$ cat config.mk
export PLATFORM = sky130hd
export DESIGN_NAME = lcdc_regs
export DESIGN_NICKNAME = d
export VERILOG_FILES = /design/src/rtl/lcdc_regs.sv
export SDC_FILE = /design/constraint.sdc
export NUM_CORES = 1
export LEC_CHECK = 0
export ABC_CLOCK_PERIOD_IN_PS = 4500
export BUFFER_PORTS_ARGS = -buffer_cell sky130_fd_sc_hd__buf_4
export CAP_MARGIN = 40
export CORE_MARGIN = 2
export CORE_UTILIZATION = 30
export DETAILED_ROUTE_END_ITERATION = 8
export PLACE_DENSITY = 0.57
export SLEW_MARGIN = 20
export SYNTH_ARGS = -nofsm -noshare
export SYNTH_HDL_FRONTEND = slang
export SYNTH_SLANG_ARGS = --single-unit
$ cat constraint.sdc
create_clock -name clk -period 4.5 [get_ports clk]
set_input_delay 1.35 -clock clk [delete_from_list [all_inputs] [get_ports clk]]
set_output_delay 1.35 -clock clk [all_outputs]
set_load 0.005 [all_outputs]
$ cat src/rtl/lcdc_regs.sv
module lcdc_regs #(
  parameter int ADDR_W = 8,
  parameter int SIZE_W = 10
) (
  input  logic                clk,
  input  logic                rst_n,
  input  logic [ADDR_W-1:0]   bus_addr,
  input  logic                bus_we,
  input  logic [31:0]         bus_wdata,
  output logic [31:0]         bus_rdata,
  input  logic                frame_done_set,
  input  logic                palette_done_set,
  input  logic                sync_error_set,
  input  logic                flag_clear,
  output logic                lcd_en,
  output logic                mono,
  output logic                tft,
  output logic [1:0]          irq_en,
  output logic [1:0]          load_mode,
  output logic [SIZE_W:0]     width,
  output logic [SIZE_W:0]     height,
  output logic [31-SIZE_W:0]  h_timing,
  output logic [31-SIZE_W:0]  v_timing,
  output logic [31:0]         timing2,
  output logic [31:0]         subpanel,
  output logic                irq,
  output logic                en_changed
);
  localparam int TIM_W = 32 - SIZE_W;
  localparam logic [ADDR_W-1:0] OFF_CTRL = ADDR_W'(8'h00);
  localparam logic [ADDR_W-1:0] OFF_TIM0 = ADDR_W'(8'h04);
  localparam logic [ADDR_W-1:0] OFF_TIM1 = ADDR_W'(8'h08);
  localparam logic [ADDR_W-1:0] OFF_TIM2 = ADDR_W'(8'h0C);
  localparam logic [ADDR_W-1:0] OFF_STAT = ADDR_W'(8'h10);
  localparam logic [ADDR_W-1:0] OFF_SUBP = ADDR_W'(8'h14);
  localparam logic [31:0] CTRL_KEEP = 32'h01CF_F300;
  localparam logic [31:0] CTRL_ONES = 32'hFE00_0C34;
  localparam logic [31:0] SUBP_KEEP = 32'hA1FF_FFFF;

  logic [31:0]       ctrl_rest;
  logic [SIZE_W-1:0] w_m1, h_m1;
  logic              fd_q, pd_q, se_q;

  wire wr_ctrl  = bus_we && bus_addr == OFF_CTRL;
  wire en_rise  = wr_ctrl && bus_wdata[0] && !lcd_en;
  wire clr_all  = flag_clear || en_rise;

  always_ff @(posedge clk) begin
    if (!rst_n) begin
      lcd_en <= 1'b0; mono <= 1'b0; tft <= 1'b0;
      irq_en <= '0; load_mode <= '0; ctrl_rest <= '0;
      h_timing <= '0; w_m1 <= '0; v_timing <= '0; h_m1 <= '0;
      timing2 <= '0; subpanel <= '0; en_changed <= 1'b0;
    end else begin
      en_changed <= wr_ctrl && (bus_wdata[0] != lcd_en);
      if (bus_we) begin
        case (bus_addr)
          OFF_CTRL: begin
            lcd_en    <= bus_wdata[0];
            mono      <= bus_wdata[1];
            irq_en    <= bus_wdata[4:3];
            tft       <= bus_wdata[7];
            load_mode <= bus_wdata[21:20];
            ctrl_rest <= bus_wdata & CTRL_KEEP;
          end
          OFF_TIM0: begin
            h_timing <= bus_wdata[31:SIZE_W];
            w_m1     <= bus_wdata[SIZE_W-1:0];
          end
          OFF_TIM1: begin
            v_timing <= bus_wdata[31:SIZE_W];
            h_m1     <= bus_wdata[SIZE_W-1:0];
          end
          OFF_TIM2: timing2  <= bus_wdata;
          OFF_SUBP: subpanel <= bus_wdata & SUBP_KEEP;
          default: ;
        endcase
      end
    end
  end

  always_ff @(posedge clk) begin
    if (!rst_n) begin
      fd_q <= 1'b0; pd_q <= 1'b0; se_q <= 1'b0;
    end else begin
      fd_q <= frame_done_set   || (fd_q && !clr_all);
      pd_q <= palette_done_set || (pd_q && !clr_all);
      se_q <= sync_error_set   || (se_q && !clr_all);
    end
  end

  assign width  = {1'b0, w_m1} + 1'b1;
  assign height = {1'b0, h_m1} + 1'b1;
  assign irq    = (fd_q && irq_en[0]) || (pd_q && irq_en[1]);

  always_comb begin
    case (bus_addr)
      OFF_CTRL: bus_rdata = ctrl_rest | CTRL_ONES | {8'b0, tft, 1'b0, load_mode, 12'b0,
                                                     tft, 2'b0, irq_en, 1'b0, mono, lcd_en};
      OFF_TIM0: bus_rdata = {h_timing, w_m1} | 32'hF;
      OFF_TIM1: bus_rdata = {v_timing, h_m1};
      OFF_TIM2: bus_rdata = timing2 | 32'hFC00_0000;
      OFF_STAT: bus_rdata = {25'b0, pd_q, 3'b0, se_q, 1'b0, fd_q};
      OFF_SUBP: bus_rdata = subpanel;
      default:  bus_rdata = '0;
    endcase
  end

  logic unused_tim;
  assign unused_tim = ^TIM_W;
endmodule

==> flow_metrics.tcl, run 1 <==
set metrics [dict create \
    min_path_type "register to register" \
    status "completed" \
    ys_async_sr_fraction_pct 0 \
    drive_above_1_share_pct 31.4 \
    grt_usage_pct 19.6 \
    multi_input_area_mm2 0.00314 \
    place_congestion 0.784 \
    relSlewSlack_pct 39.6 \
    rsz0062_at_grt "no" \
    area_growth_pct 39.4 \
    hpwl_mm 15.4 \
    wire_per_inst_um 18.0 \
    critPathRequiredTime_ps 3150 \
    first_iter_violations 223 \
    synth_warnings 0 \
    critPathArrivalTime_ps 3030 \
    port_buffers 212 \
    h-tree-depth 4 \
    power.density_mw_per_mm2 329 \
    final_util_pct 42.5 \
    die_y_um 150 \
    final_cell_mix "buf_4, nand3_1, dfxtp_1" \
    post_cts_buffers 0 \
    cts_buffer_depth 2 \
    synth_cells 764 \
    clkLatencyLatePin_ps 430 \
    numCtsBuffers 17 \
    n_antenna_cell 0 \
    post-route-period-util_pct 97.3 \
    ys.flop_type "dfxtp_1" \
    synth_area_per_cell_um2 8.36 \
    grt_pass1_wl_mm 33.5 \
    cts_root_buffer "clkbuf_16" \
    grt_max_degree 69 \
    seq_area_mm2 0.00294 \
    antenna_left 0 \
    finalMaxSlewViolations 0 \
    endpoint_kind "output port" \
    max_freq_ghz 0.228 \
    yosysSeqAreaShare_pct 46.1 \
    final_nets 1002 \
    fillerInstances 2186 \
    crit_type "primary input to output port" \
    core-area_mm2 0.0210 \
    tns_ps 0 \
    finalSetupViolCount 0 \
    antenna_found_initial 0 \
    final_common_cell "buf_4" \
    cts_hold_buf 0 \
    cp_max_fo 10 \
    synth_seq_cells 147 \
    via_count 6222 \
    synth_cell_type_count 47 \
    rows 53 \
    start_kind "primary input" \
    ir_drop_v 0.000240 \
    cts_resized 0 \
    dieArea_mm2 0.0225 \
    via_per_inst 5.02 \
    cts_tree "built" \
    tightest_slew_ps 899 \
    drc 0 \
    first_pass_iters 4 \
    pin_count 218 \
    max_cap_viol_count 0 \
    drt-total-wl_mm 22.3 \
    cts_sinks 147 \
    clk_pin_slew_worst_paths_ps 60 \
    overflow 0 \
    grt_pass1_vias 5744 \
    start_util_pct 30.5 \
    hold_violations 0 \
    p_leak_uw 0.00369 \
    clock_skew_ps 5.72 \
    min_period_ps 4380 \
    rrSetupSlack_ps 3450 \
    die_w_um 150 \
    syn_area_mm2 0.00639 \
    synth-edff-count 0 \
]
[sequential cells by signal, summed over array words and instances (netlist names)]
register and cells:
load_mode 2, lcd_en 1, en_changed 1, se_q 1
v_timing 22, timing2 32, h_timing 22, tft 1
h_m1 10, fd_q 1, irq_en 2, mono 1
ctrl_rest 13, pd_q 1, w_m1 10, subpanel 27
[kinds of logic (layout without fill, tap and decap cells)]
kind of cell,count (synthesis),after routing,share of synthesized area (%)
AOI/OAI and AO/OA,211,211,20.5
xor gates and xnor gates,16,16,2.19
adders and majority gates,2,2,0.392
buffers and inverters,78,274,5.64
DFF,147,147,46.1
muxes,23,23,3.64
other,1,5,0.0587
and+or+nand+nor,286,286,21.5
[power breakdown]
group          switching [uW]  internal (uW)  total, uW
clock                     553            908       1460
combinational            99.0           58.6        158
sequential               3.14           1300       1310
[metal layers]
metal  track usage, %  share of wire (%)  routed length [um]  up-vias
met5                0                  0                   0        -
met4             6.93                1.9                 431        0
met3             4.88                6.0                1350       33
met1             25.4                 46               10200     2899
met2             31.7                 46               10300      176
li1                 -                  -                   -     3114
[through the flow]
stage               area [um2]  worst slack (ps)  hold slack [ps]  std cells  total power (uW)
detailed placement        8310               115              461       1209              1500
global placement          8310               117              454       1209              1490
CTS                       8910               109              475       1239              2960
finish                    8910               121              476       1239              2930
floorplan                 6400               509              438        768              1420
global route              8910              76.2              496       1239              3030
[worst max-delay path: stages]
cell and delay, ps:
buf_4 110, or4_4 520, or2_1 490, buf_4 290
a211oi_2 140, buf_4 130
[layout make-up]
cell class / count / area share [%]
flip-flops and latches: 147 / 33.0
repair buffers: 239 / 20.9
well taps: 275 / 3.86
clock inverters: 9 / 1.46
clock buffers: 21 / 5.28
multi-input cells: 543 / 35.3
inverters: 5 / 0.211
[Yosys cell counts, types with 9 or more instances]
library cell | n | share of area, %
dfxtp_1 | 147 | 46
xnor2_1 | 11 | 1.5
nor2_1 | 22 | 1.3
o21ai_1 | 10 | 0.78
o21ai_2 | 18 | 2.5
clkbuf_1 | 41 | 2.4
o21ai_0 | 119 | 9.3
a22oi_1 | 12 | 1.4
o2bb2ai_1 | 12 | 1.6
nand2_1 | 77 | 4.5
buf_2 | 9 | 0.70
buf_1 | 13 | 0.76
nand3_1 | 157 | 12
mux2i_1 | 21 | 3.3
[worst paths after layout]
kind	cells past startpoint	endpoint	from
max	6	bus_rdata[25]	bus_addr[4]
min	2	ctrl_rest[9]$_SDFFE_PN0P_	ctrl_rest[9]$_SDFFE_PN0P_
max reg2reg	3	fd_q$_SDFF_PN0_	lcd_en$_SDFFE_PN0P_
min reg2reg	2	ctrl_rest[9]$_SDFFE_PN0P_	ctrl_rest[9]$_SDFFE_PN0P_
Power figures use the tool's default switching activity.
==> inputs of run 2 (changes only) <==
--- a/config.mk
+++ b/config.mk
@@ -13,3 +13,3 @@
 export DETAILED_ROUTE_END_ITERATION = 8
-export PLACE_DENSITY = 0.57
+export PLACE_DENSITY = 0.49
 export SLEW_MARGIN = 20
==> constraint.sdc (replaced) <==
create_clock -name clk -period 4.5 [get_ports clk]
set_input_delay 0.225 -clock clk [delete_from_list [all_inputs] [get_ports clk]]
set_output_delay 0.225 -clock clk [all_outputs]
set_load 0.005 [all_outputs]
==> run 2 against run 1 <==
Net effect:
- setup slack improved by 1700 ps
- register-to-register slack improved by 20 ps
- critical path type unchanged
- total power fell by 0.57%
- non-clock buffer count fell by 12
- hold slack got worse by 450 ps
==> flow_metrics.tcl, run 2 (synthesized netlist as in run 1, its figures left out) <==
set metrics [dict create \
    status "completed" \
    regMostFlops "timing2" \
    largest_registers "timing2: 32 flops, subpanel: 27 flops" \
    finalMaxSlewViolations 0 \
    clkLatencyLatePin_ps 420 \
    r2r-end "se_q$_SDFF_PN0_" \
    drc 0 \
    core-area_mm2 0.0210 \
    dieArea_mm2 0.0225 \
    pin_count 218 \
    overflow 0 \
    finalSetupViolCount 0 \
    grt_max_degree 96 \
    max_cap_viol_count 0 \
    drt-total-wl_mm 22.8 \
    endpoint_kind "output port" \
    cts_root_buffer "clkbuf_16" \
    critPathArrivalTime_ps 2420 \
    slowest_stage "nand2b_1" \
    min_period_ps 2650 \
    largest_reg_flops 32 \
    final_nets 990 \
    grt_pass1_vias 5865 \
    die_y_um 150 \
    cp_num_buf_inv 3 \
    start_util_pct 30.5 \
    post_cts_buffers 0 \
    clk_pin_slew_worst_paths_ps 60 \
    hold_violations 0 \
    place_congestion 0.744 \
    fin_hold_ws_ps 23.5 \
    crit_top_cell "buf_4" \
    tightest_slew_ps 776 \
    via_count 6099 \
    rows 53 \
    min_path_type "primary input to register" \
    cts_tree "built" \
    relSlewSlack_pct 48.3 \
    drive_above_1_share_pct 30.8 \
    grt_usage_pct 20.1 \
    worst_r2r_path_depth 3 \
    first_pass_iters 4 \
    tns_ps 0 \
    via_per_inst 4.96 \
    crit_family "buffers and inverters" \
    die_w_um 150 \
    port_buffers 212 \
    crit_type "primary input to output port" \
    min_from "palette_done_set" \
    cts_buffer_depth 2 \
    cts_hold_buf 0 \
    final_cell_mix "buf_4, nand3_1, dfxtp_1" \
    antenna_left 0 \
    reg2reg_from "lcd_en$_SDFFE_PN0P_" \
    n_antenna_cell 0 \
    slowest_delay_ps 590 \
    cp_cell_sequence "buf_4 -> nand2b_1 -> nor4b_4 -> buf_4 -> a32o_1 -> buf_4" \
    min_to "pd_q$_SDFF_PN0_" \
    clock_skew_ps 0.108 \
    ir_drop_v 0.000247 \
    area_growth_pct 37.7 \
    cts_sinks 147 \
    post-route-period-util_pct 58.8 \
    grt_pass1_wl_mm 34.6 \
    wire_per_inst_um 18.5 \
    final_common_cell "buf_4" \
    critPathRequiredTime_ps 4280 \
    cp_max_fo 37 \
    rrSetupSlack_ps 3470 \
    numCtsBuffers 17 \
    fillerInstances 2190 \
    antenna_found_initial 0 \
    cts_resized 0 \
    p_leak_uw 0.00363 \
    start_kind "primary input" \
    hpwl_mm 15.5 \
    max_freq_ghz 0.378 \
    rsz0062_at_grt "no" \
    worstHoldPathCells 2 \
    crit_cells 6 \
    first_iter_violations 294 \
    h-tree-depth 4 \
    power.density_mw_per_mm2 331 \
]
==> run 2: worst register-to-register path, stage by stage, from the launching register on <==
cell	delay (ps)
dfxtp_1	350
nor2b_1	150
a41oi_1	190
a22o_1	240
==> run 2: worst max path at each step <==
stage / slack [ps] / from / end
floorplan: 2760 / bus_addr[5] / bus_rdata[10]
global placement: 1780 / bus_addr[3] / bus_rdata[17]
detailed placement: 1820 / bus_addr[2] / bus_rdata[6]
CTS: 1810 / bus_addr[2] / bus_rdata[6]
global route: 1700 / bus_addr[2] / bus_rdata[6]
finish: 1850 / bus_addr[2] / bus_rdata[6]
==> run 2: area by class of cell <==
cell class              instances  area (um2)  area share [%]
well taps                     275         344            3.91
flip-flops and latches        147        2940            33.4
multi-input cells             543        3140            35.7
repair buffers                227        1740            19.8
clock inverters                12         144            1.64
clock buffers                  20         467            5.30
inverters                       5        18.8           0.213
==> run 2: power breakdown <==
part | switching [uW] | leakage, uW | internal, uW | total, uW
Sequential | 3.18 | 0.00118 | 1300 | 1310
Clock | 585 | 0.000290 | 871 | 1460
Combinational | 95.9 | 0.00215 | 50.9 | 147
==> run 2: layer usage <==
layer	GRT usage (%)	part of all wire, %	vias up
li1	-	-	3095
met1	26.4	45	2848
met2	33.5	48	145
met3	4.51	6.0	11
met4	4.86	0.87	0
met5	0	0	-
==> run 2: metrics by stage <==
stage / total power [uW] / cell area, um2 / util, % / cells / worst slack [ps]
2_1_floorplan: 1420 / 6400 / - / 768 / 2760
3_3_place_gp: 1480 / 8120 / 38.8 / 1193 / 1780
3_5_place_dp: 1490 / 8190 / 39.1 / 1197 / 1820
4_1_cts: 2950 / 8800 / 42.0 / 1229 / 1810
5_1_grt: 3020 / 8800 / 42.0 / 1229 / 1700
6_report: 2910 / 8800 / 42.0 / 1229 / 1850
